--- src/rtl/prio_intc_pkg.sv ---
package prio_intc_pkg;
  localparam int unsigned NSRC_DEF = 12;
  // Lines that are edge-latched regardless of the control register
  localparam logic [NSRC_DEF-1:0] FIXED_EDGE = 12'h9E3;
  // Line exempt from the mask
  localparam logic [NSRC_DEF-1:0] NO_MASK    = 12'h002;
  // Lines whose capture mode comes from control bits 0..2
  localparam int unsigned SEL_A = 2;
  localparam int unsigned SEL_B = 9;
  localparam int unsigned SEL_C = 10;
  localparam int unsigned NEST_BIT = 3;

  function automatic int unsigned line_addr(input int unsigned idx);
    if (idx == 0) return 0;
    else if (idx == 1) return 32'h2C;
    else return 4 * (idx - 1);
  endfunction
endpackage

--- src/rtl/irq_src_latch.sv ---
module irq_src_latch #(
  parameter int unsigned N = 12
) (
  input  logic         clk,
  input  logic         rst_n,
  input  logic [N-1:0] raw_i,
  input  logic [N-1:0] edge_mode_i,
  input  logic [N-1:0] force_i,
  input  logic [N-1:0] clr_i,
  input  logic [N-1:0] ack_clr_i,
  output logic [N-1:0] active_o
);
  logic [N-1:0] prev_q, pend_q, pend_d, rise;

  always_comb begin
    rise   = raw_i & ~prev_q & edge_mode_i;
    pend_d = ((pend_q & ~ack_clr_i) | rise | (force_i & edge_mode_i))
             & ~clr_i & edge_mode_i;
    active_o = pend_q | (raw_i & ~edge_mode_i);
  end

  always_ff @(posedge clk or negedge rst_n) begin
    if (!rst_n) begin
      prev_q <= '0;
      pend_q <= '0;
    end else begin
      prev_q <= raw_i;
      pend_q <= pend_d;
    end
  end


  clr_wins_chk: assert property (@(posedge clk) disable iff (!rst_n)
    (|clr_i) |=> ((pend_q & $past(clr_i)) == '0));
endmodule

--- src/rtl/irq_svc_track.sv ---
module irq_svc_track #(
  parameter int unsigned N = 12
) (
  input  logic         clk,
  input  logic         rst_n,
  input  logic         ack_i,
  input  logic [N-1:0] grant_i,
  input  logic         done_i,
  input  logic         nest_i,
  output logic [N-1:0] allow_o
);
  logic [N-1:0] isv_q, isv_d, low_bit;

  always_comb begin
    low_bit = isv_q & (~isv_q + 1'b1);
    isv_d   = isv_q & ~(done_i ? low_bit : '0);
    if (ack_i) isv_d = isv_d | grant_i;
    if (isv_q == '0)  allow_o = '1;
    else if (nest_i)  allow_o = low_bit - 1'b1;
    else              allow_o = '0;
  end

  always_ff @(posedge clk or negedge rst_n) begin
    if (!rst_n) isv_q <= '0;
    else        isv_q <= isv_d;
  end


  serial_one_chk: assert property (@(posedge clk) disable iff (!rst_n)
    (ack_i && !nest_i && !done_i) |=> $onehot(isv_q));
endmodule

--- src/rtl/irq_pick.sv ---
module irq_pick #(
  parameter int unsigned N     = 12,
  parameter int unsigned VEC_W = 14
) (
  input  logic [N-1:0]     cand_i,
  output logic             req_o,
  output logic [N-1:0]     grant_o,
  output logic [VEC_W-1:0] vec_o
);
  import prio_intc_pkg::*;

  always_comb begin
    grant_o = '0;
    vec_o   = '0;
    req_o   = |cand_i;
    for (int i = N - 1; i >= 0; i--) begin
      if (cand_i[i]) begin
        grant_o = '0;
        grant_o[i] = 1'b1;
        vec_o = VEC_W'(line_addr(i));
      end
    end
  end
endmodule

--- src/rtl/prio_vec_intc.sv ---
module prio_vec_intc #(
  parameter int unsigned NSRC  = 12,
  parameter int unsigned VEC_W = 14,
  parameter int unsigned CTL_W = 4
) (
  input  logic             clk,
  input  logic             rst_n,
  input  logic [NSRC-1:0]  src_raw,
  input  logic             mask_we,
  input  logic [NSRC-1:0]  mask_wdata,
  input  logic             ctl_we,
  input  logic [CTL_W-1:0] ctl_wdata,
  input  logic [NSRC-1:0]  force_bits,
  input  logic [NSRC-1:0]  clear_bits,
  input  logic             ena_strobe,
  input  logic             dis_strobe,
  input  logic             core_ack,
  input  logic             core_done,
  output logic             int_req,
  output logic [VEC_W-1:0] int_vec
);
  import prio_intc_pkg::*;

  logic [NSRC-1:0]  mask_q, mask_d;
  logic [CTL_W-1:0] ctl_q, ctl_d;
  logic             gie_q, gie_d, blk_q, blk_d;
  logic [NSRC-1:0]  edge_mode, active, allow, cand, grant, ack_clr;
  logic             ack_ok;

  // next-state
  always_comb begin
    mask_d = mask_we ? mask_wdata : mask_q;
    ctl_d  = ctl_we  ? ctl_wdata  : ctl_q;
    blk_d  = mask_we;
    gie_d  = gie_q;
    if (ena_strobe) gie_d = 1'b1;
    if (dis_strobe) gie_d = 1'b0;
  end

  always_ff @(posedge clk or negedge rst_n) begin
    if (!rst_n) begin
      mask_q <= '0;
      ctl_q  <= '0;
      gie_q  <= 1'b1;
      blk_q  <= 1'b0;
    end else begin
      mask_q <= mask_d;
      ctl_q  <= ctl_d;
      gie_q  <= gie_d;
      blk_q  <= blk_d;
    end
  end

  always_comb begin
    edge_mode = NSRC'(FIXED_EDGE);
    edge_mode[SEL_A] = ctl_q[0];
    edge_mode[SEL_B] = ctl_q[1];
    edge_mode[SEL_C] = ctl_q[2];
    cand = active & (mask_q | NSRC'(NO_MASK)) & allow
           & {NSRC{gie_q & ~blk_q}};
    ack_ok  = core_ack & int_req;
    ack_clr = ack_ok ? grant : '0;
  end

  irq_src_latch #(.N(NSRC)) u_latch (
    .clk(clk), .rst_n(rst_n), .raw_i(src_raw), .edge_mode_i(edge_mode),
    .force_i(force_bits), .clr_i(clear_bits), .ack_clr_i(ack_clr),
    .active_o(active)
  );

  irq_svc_track #(.N(NSRC)) u_track (
    .clk(clk), .rst_n(rst_n), .ack_i(ack_ok), .grant_i(grant),
    .done_i(core_done), .nest_i(ctl_q[NEST_BIT]), .allow_o(allow)
  );

  irq_pick #(.N(NSRC), .VEC_W(VEC_W)) u_pick (
    .cand_i(cand), .req_o(int_req), .grant_o(grant), .vec_o(int_vec)
  );


  mask_blk_chk: assert property (@(posedge clk) disable iff (!rst_n)
    mask_we |=> !int_req);


  gdis_chk: assert property (@(posedge clk) disable iff (!rst_n)
    dis_strobe |=> !int_req);
endmodule

--- config.mk ---
export PLATFORM = sky130hd
export DESIGN_NAME = prio_vec_intc
export DESIGN_NICKNAME = d
export VERILOG_FILES = /design/src/rtl/prio_intc_pkg.sv /design/src/rtl/irq_src_latch.sv /design/src/rtl/irq_svc_track.sv /design/src/rtl/irq_pick.sv /design/src/rtl/prio_vec_intc.sv
export SDC_FILE = /design/constraint.sdc
export NUM_CORES = 1
export LEC_CHECK = 0
export BUFFER_PORTS_ARGS = -buffer_cell sky130_fd_sc_hd__buf_2
export CAP_MARGIN = 40
export CORE_AREA = 2 2 73 75
export DETAILED_ROUTE_END_ITERATION = 10
export DIE_AREA = 0 0 75 77
export GPL_TIMING_DRIVEN = 0
export PLACE_DENSITY = 0.78
export REMOVE_ABC_BUFFERS = 1
export SLEW_MARGIN = 20
export SYNTH_ARGS = -nofsm -noshare
export SYNTH_HDL_FRONTEND = slang
export SYNTH_SLANG_ARGS = --single-unit
--- constraint.sdc ---
create_clock -name clk -period 2.9 [get_ports clk]
set_input_delay 0.29 -clock clk [delete_from_list [all_inputs] [get_ports clk]]
set_output_delay 0.29 -clock clk [all_outputs]
set_load 0.02 [all_outputs]
### Word-level counts from Yosys, hierarchy flattened

Index checks and enable logic that the tools add are counted.

| word-level totals | value |
|---|---|
| flip-flop bits (word level) | 54 |
| input port bits | 60 |

| operators by class | value |
|---|---|
| add/sub/neg operators | 2 |
| multiplexer cells | 31 |
| bitwise gates (word level) | 25 |
| reduce and logical (&&, ||, !) cells | 3 |

Operators by type and width:

| cell | count |
|---|---|
| $mux W12 | 17 |
| $and A12 B12 Y12 | 12 |
| $mux W6 | 12 |
| $not A12 Y12 | 6 |
| $or A12 B12 Y12 | 4 |
| $add A12 B1 Y12 const B | 1 |
| $logic_not A12 Y1 | 1 |
| $reduce_or A12 Y1 | 1 |
| $sub A12 B1 Y12 const B | 1 |
| $and A1 B1 Y1 | 2 |
| $mux W1 | 2 |
| $reduce_bool A2 Y1 | 1 |
| $not A1 Y1 | 1 |

### Depth between registers and ports, before layout

| logic depth | value |
|---|---|
| depth in word-level cells | 27 |
| depth in mapped cells | 8 |
| depth with buffers taken out | 6 |

### Cells and area by module

From an unflattened synthesis, not the netlist that was laid out.

| unflattened totals | value |
|---|---|
| cell total of the unflattened synthesis | 296 |
| area total of the unflattened synthesis | 2934.1 µm² |

By module, submodules not included:

| module | times used | cells each | area an instance (µm²) |
|---|---|---|---|
| irq_src_latch | 1 | 96 | 1036.0 |
| prio_vec_intc | 1 | 78 | 863.3 |
| irq_svc_track | 1 | 73 | 698.2 |
| irq_pick | 1 | 49 | 336.6 |

### Worst setup path before layout

OpenSTA, ideal clock, no wires.

| timing | value |
|---|---|
| path kind | flip-flop to output port |
| start point | register u_track.isv_q[2] |
| end point | output port int_vec[4] |
| arrival | 2602 ps |
| data required time | 2610 ps |
| setup slack | 8 ps |
| cell stages (with the launch flop) | 7 |
| buffers on the path | 1 |
| cell sequence | dfrtp_1 or4_1 buf_2 nor3b_1 or4b_1 and3_1 nor4_1 |

| on the way | value |
|---|---|
| word-level cells in the longest chain between the ends | 19 |
| elaborated cells between the ends (all ways) | 20 |
| those cells by class | add/sub: 2; mux: 13; bitwise: 4; reduce/logical: 1 |

RTL lines:

| item | RTL line | RTL |
|---|---|---|
| start, declared | irq_svc_track.sv:12 | `logic [N-1:0] isv_q, isv_d, low_bit;` |
| start signal, assigned | irq_svc_track.sv:25 | `else isv_q <= isv_d;` |
| $not A12 Y12 | irq_svc_track.sv:15 | `low_bit = isv_q & (~isv_q + 1'b1);` |
| $add A12 B1 Y12 | irq_svc_track.sv:15 |  |
| $and A12 B12 Y12 | irq_svc_track.sv:15 |  |
| $sub A12 B1 Y12 | irq_svc_track.sv:19 | `else if (nest_i) allow_o = low_bit - 1'b1;` |
| $mux W12 | irq_svc_track.sv:19 |  |
| $mux W12 * | irq_svc_track.sv:18 | `if (isv_q == '0) allow_o = '1;` |
| $and A12 B12 Y12 * | prio_vec_intc.sv:59 | `cand = active & (mask_q \| NSRC'(NO_MASK)) & allow` |
| $and A12 B12 Y12 * | prio_vec_intc.sv:60 | `& {NSRC{gie_q & ~blk_q}};` |
| $mux W6 (10 in a row) | irq_pick.sv:17 | `if (cand_i[i]) begin` |
| $mux W6 * | irq_pick.sv:17 |  |
| end, declared | prio_vec_intc.sv:20 | `output logic [VEC_W-1:0] int_vec` |

Every way passes the cells marked *; elsewhere a longest branch is shown, timed or not.

### Final worst setup path

| timing | value |
|---|---|
| start point | register u_track.isv_q[3] |
| end point | output port int_vec[2] |

The elaborated chain is that of the path after synthesis.

==> run_results.csv <==
group,metric,value,unit
power,power.density,484,nW/µm²
die,die_height,77,µm
routing,drt-initial-drc-count,153,
power,switching_share,30.1,%
cts,root_buffer,"clkbuf_8",
synthesis,synth_ff_type,"dfrtp_1",
critical_path,worstReg2RegStart,"u_track.isv_q[10]",
synthesis,synth-edff-count,0,
global_route,grt_max_degree,27,
die,io_pins,75,
synthesis,yosysUniqueCellTypes,51,
cts,htreeDepth,2,
die,die_w,75,µm
layout,final_layout_size_suffix_gt1_share,40.6,%
synthesis,synth-seq-cells,49,
sta,setup_viol,4,
synthesis,post-synth-top-count-cell,"dfrtp_1",
power,p_int,1.07,mW
sta,fin_crit_sh,102,%
layout,diodes,0,
routing,viasPerCell,5.62,
sta,relSlewSlack,62.6,%
cts,cts_buffers,5,
layout,syn_to_final_growth,27.9,%
synthesis,ys_async_sr_fraction,100,%
sta,setup_slack,-0.0705,ns
placed_design,gp_congestion,0.904,
synthesis,yosysTopAreaCell,"dfrtp_1",
sta,hold_viol,0,
critical_path,crit_arrival,2.68,ns
cts,cts_tree,"done",
sta,fmax,337,MHz
min_path,hold_class,"in -> reg",
global_route,track_usage,21.9,%
global_route,grt_pass1_wl,9.66,mm
global_route,grt_pass1_vias,2120,
sta,fin_skew,0.0100,ns
routing,drtPass1Iterations,4,
synthesis,yosysTopAreaCellShare,48.4,%
sta,finalSetupTns,-0.182,ns
critical_path,reg2regPathDepth,8,
global_route,grt_antenna_before_repair,0,
die,start_util,49.9,%
layout,fin_nets,379,
placed_design,io_buffers,59,
power,ir_drop,326,µV
synthesis,netlist_area,2480,µm²
critical_path,start_kind,"register",
run,cap_violations,0,
synthesis,synth.area.top_cells,"dfrtp_1, mux2_2, o21ai_0",
routing,wl_per_cell,15.5,µm
global_route,grt-ovfl-total,0,
synthesis,ys_seq_area_share,49.4,%
min_path,whs_path_depth,1,
status,violations,"setup timing",
synthesis,yosys_warnings,0,
sta,fin_crit,2.97,ns
synthesis,synth_commonest_cells,"dfrtp_1, inv_1, o21ai_0, a21oi_1, mux2_2",
sta,worstMarginPinSlew,0.562,ns
power,power_switching,462,µW
min_path,min_from,"src_raw[5]",
power,pwr-share-clk,25.5,%
routing,drcViolationCount,0,
sta,slew_viol_final,0,
cts,clk_latency,0.30,ns
power,combPwrFrac,24.7,%
routing,vias,2191,
power,power.total,1.54,mW
die,dieArea,5780,µm²
cts,clk_transition_reported_paths,0.09,ns
placed_design,dpl.cell_count,362,
power,p_seq_share,49.8,%
placed_design,dpl.hpwl,4.31,mm
status,status,"finished with violations",
sta,rsz0062_at_grt,"yes",
synthesis,syn_inst,240,
critical_path,worstSetupEndpointType,"primary output",
die,core,4980,µm²
synthesis,postSynthAreaPerCell,10.3,µm²
critical_path,reg2reg_slack,0.16,ns
critical_path,cp-startpoint,"u_track.isv_q[3]",
cts,clk_path_buf_depth,2,
die,rows,26,
critical_path,crit_fanout,6,
cts,clock-sinks,49,
critical_path,required,2.61,ns
routing,ant_nets,0,
critical_path,worstSetupPathType,"reg -> out",
layout,stdcell_count,390,
routing,wirelength,6.03,mm
power,static-leakage-power,1.51,nW
state kept, by name (all words and copies together), names as in the netlist:
name	cells
u_latch.prev_q	10
ctl_q	4
u_latch.pend_q	10
u_track.isv_q	12
gie_q	1
mask_q	11
blk_q	1
logic make-up (layout without fill, tap and decap cells):
| group | count (synthesis) | in the layout | synth area share (%) |
|---|---|---|---|
| AND/OR/NAND/NOR | 73 | 73 | 17.8 |
| flip-flops | 49 | 49 | 49.4 |
| other | 1 | 10 | 0.151 |
| buffers and inverters | 34 | 105 | 6.75 |
| multiplexers | 14 | 14 | 6.35 |
| AO/OA/AOI/OAI | 69 | 69 | 19.5 |
through the flow:
stage / worst slack [ns] / utilization (%) / hold WS, ns / area [µm²]
global route: -0.186 / 63.8 / 0.0797 / 3170
CTS: -0.0589 / 61.6 / 0.0877 / 3070
global placement: -0.354 / 56.2 / 0.407 / 2800
finish: -0.0705 / 63.8 / 0.0956 / 3170
detailed placement: -0.341 / 56.6 / 0.315 / 2820
floorplan: 0.000512 / - / -0.00559 / 2410
repair_timing:
action | CTS | global route
setup endpoints to repair | 6 | 5
resized for setup | 24 | 7
gates cloned | 0 | 0
hold buffers | 1 | 0
endpoints found under the hold margin | 23 | 0
pin swaps | 10 | 6
buffers inserted | 8 | 11
area by class of cell:
cell class	count	area [µm²]
Fill cell	414	1800
Sequential cell	49	1230
Multi-Input combinational cell	166	1220
Timing Repair Buffer	80	492
Tap cell	70	87.6
Clock buffer	6	72.6
Inverter	17	63.8
Clock inverter	2	10.0
worst max-delay path: stages, from the launching register on:
cell,delay [ns]
dfrtp_1,0.42
or4_4,0.61
or2_4,0.26
or4_1,0.55
o211ai_1,0.12
a31oi_1,0.11
nor2_1,0.14
buf_4,0.16
power by group through the flow:
| stage | combinational (mW) | sequential [mW] | clock, mW |
|---|---|---|---|
| 2_1_floorplan | 0.184 | 0.765 | 0 |
| 3_3_place_gp | 0.284 | 0.775 | 0 |
| 3_5_place_dp | 0.293 | 0.776 | 0 |
| 4_1_cts | 0.347 | 0.765 | 0.400 |
| 5_1_grt | 0.411 | 0.770 | 0.429 |
| 6_report | 0.379 | 0.765 | 0.392 |
worst paths after layout:
path,to
max,int_vec[2]
min,u_latch.prev_q[5]
max reg2reg,u_latch.pend_q[11]
min reg2reg,gie_q
max in group asynchronous,gie_q
min in group asynchronous,u_latch.prev_q[7]
cell usage in the layout, fill, tap and decap left out, types with 3 or more instances in the layout:
cell | netlist | layout
nand2b_1 | 7 | 7
mux2_2 | 14 | 14
or3_1 | 5 | 5
conb_1 | 1 | 10
o2111ai_1 | 5 | 4
nor3_1 | 6 | 6
buf_6 | 0 | 3
nand3_1 | 4 | 4
nand2_1 | 13 | 12
o211ai_1 | 3 | 3
nor2_1 | 9 | 9
buf_4 | 10 | 21
nor4_4 | 1 | 3
clkbuf_8 | 0 | 5
buf_2 | 2 | 54
o41ai_1 | 4 | 4
nor2b_1 | 5 | 4
o21ai_0 | 17 | 17
dfrtp_1 | 48 | 46
inv_1 | 17 | 17
o31ai_1 | 5 | 5
a21oi_1 | 16 | 14
or4_4 | 0 | 3
layer usage:
layer  GRT usage (%)  up-vias  wire length (µm)
met5               0        -                 0
met1            29.5     1058              2620
met2            35.0       96              2970
met4            7.50        0                78
met3            4.07        9               362
li1                -     1028                 -
No activity file was read; power rests on OpenSTA's default activity.
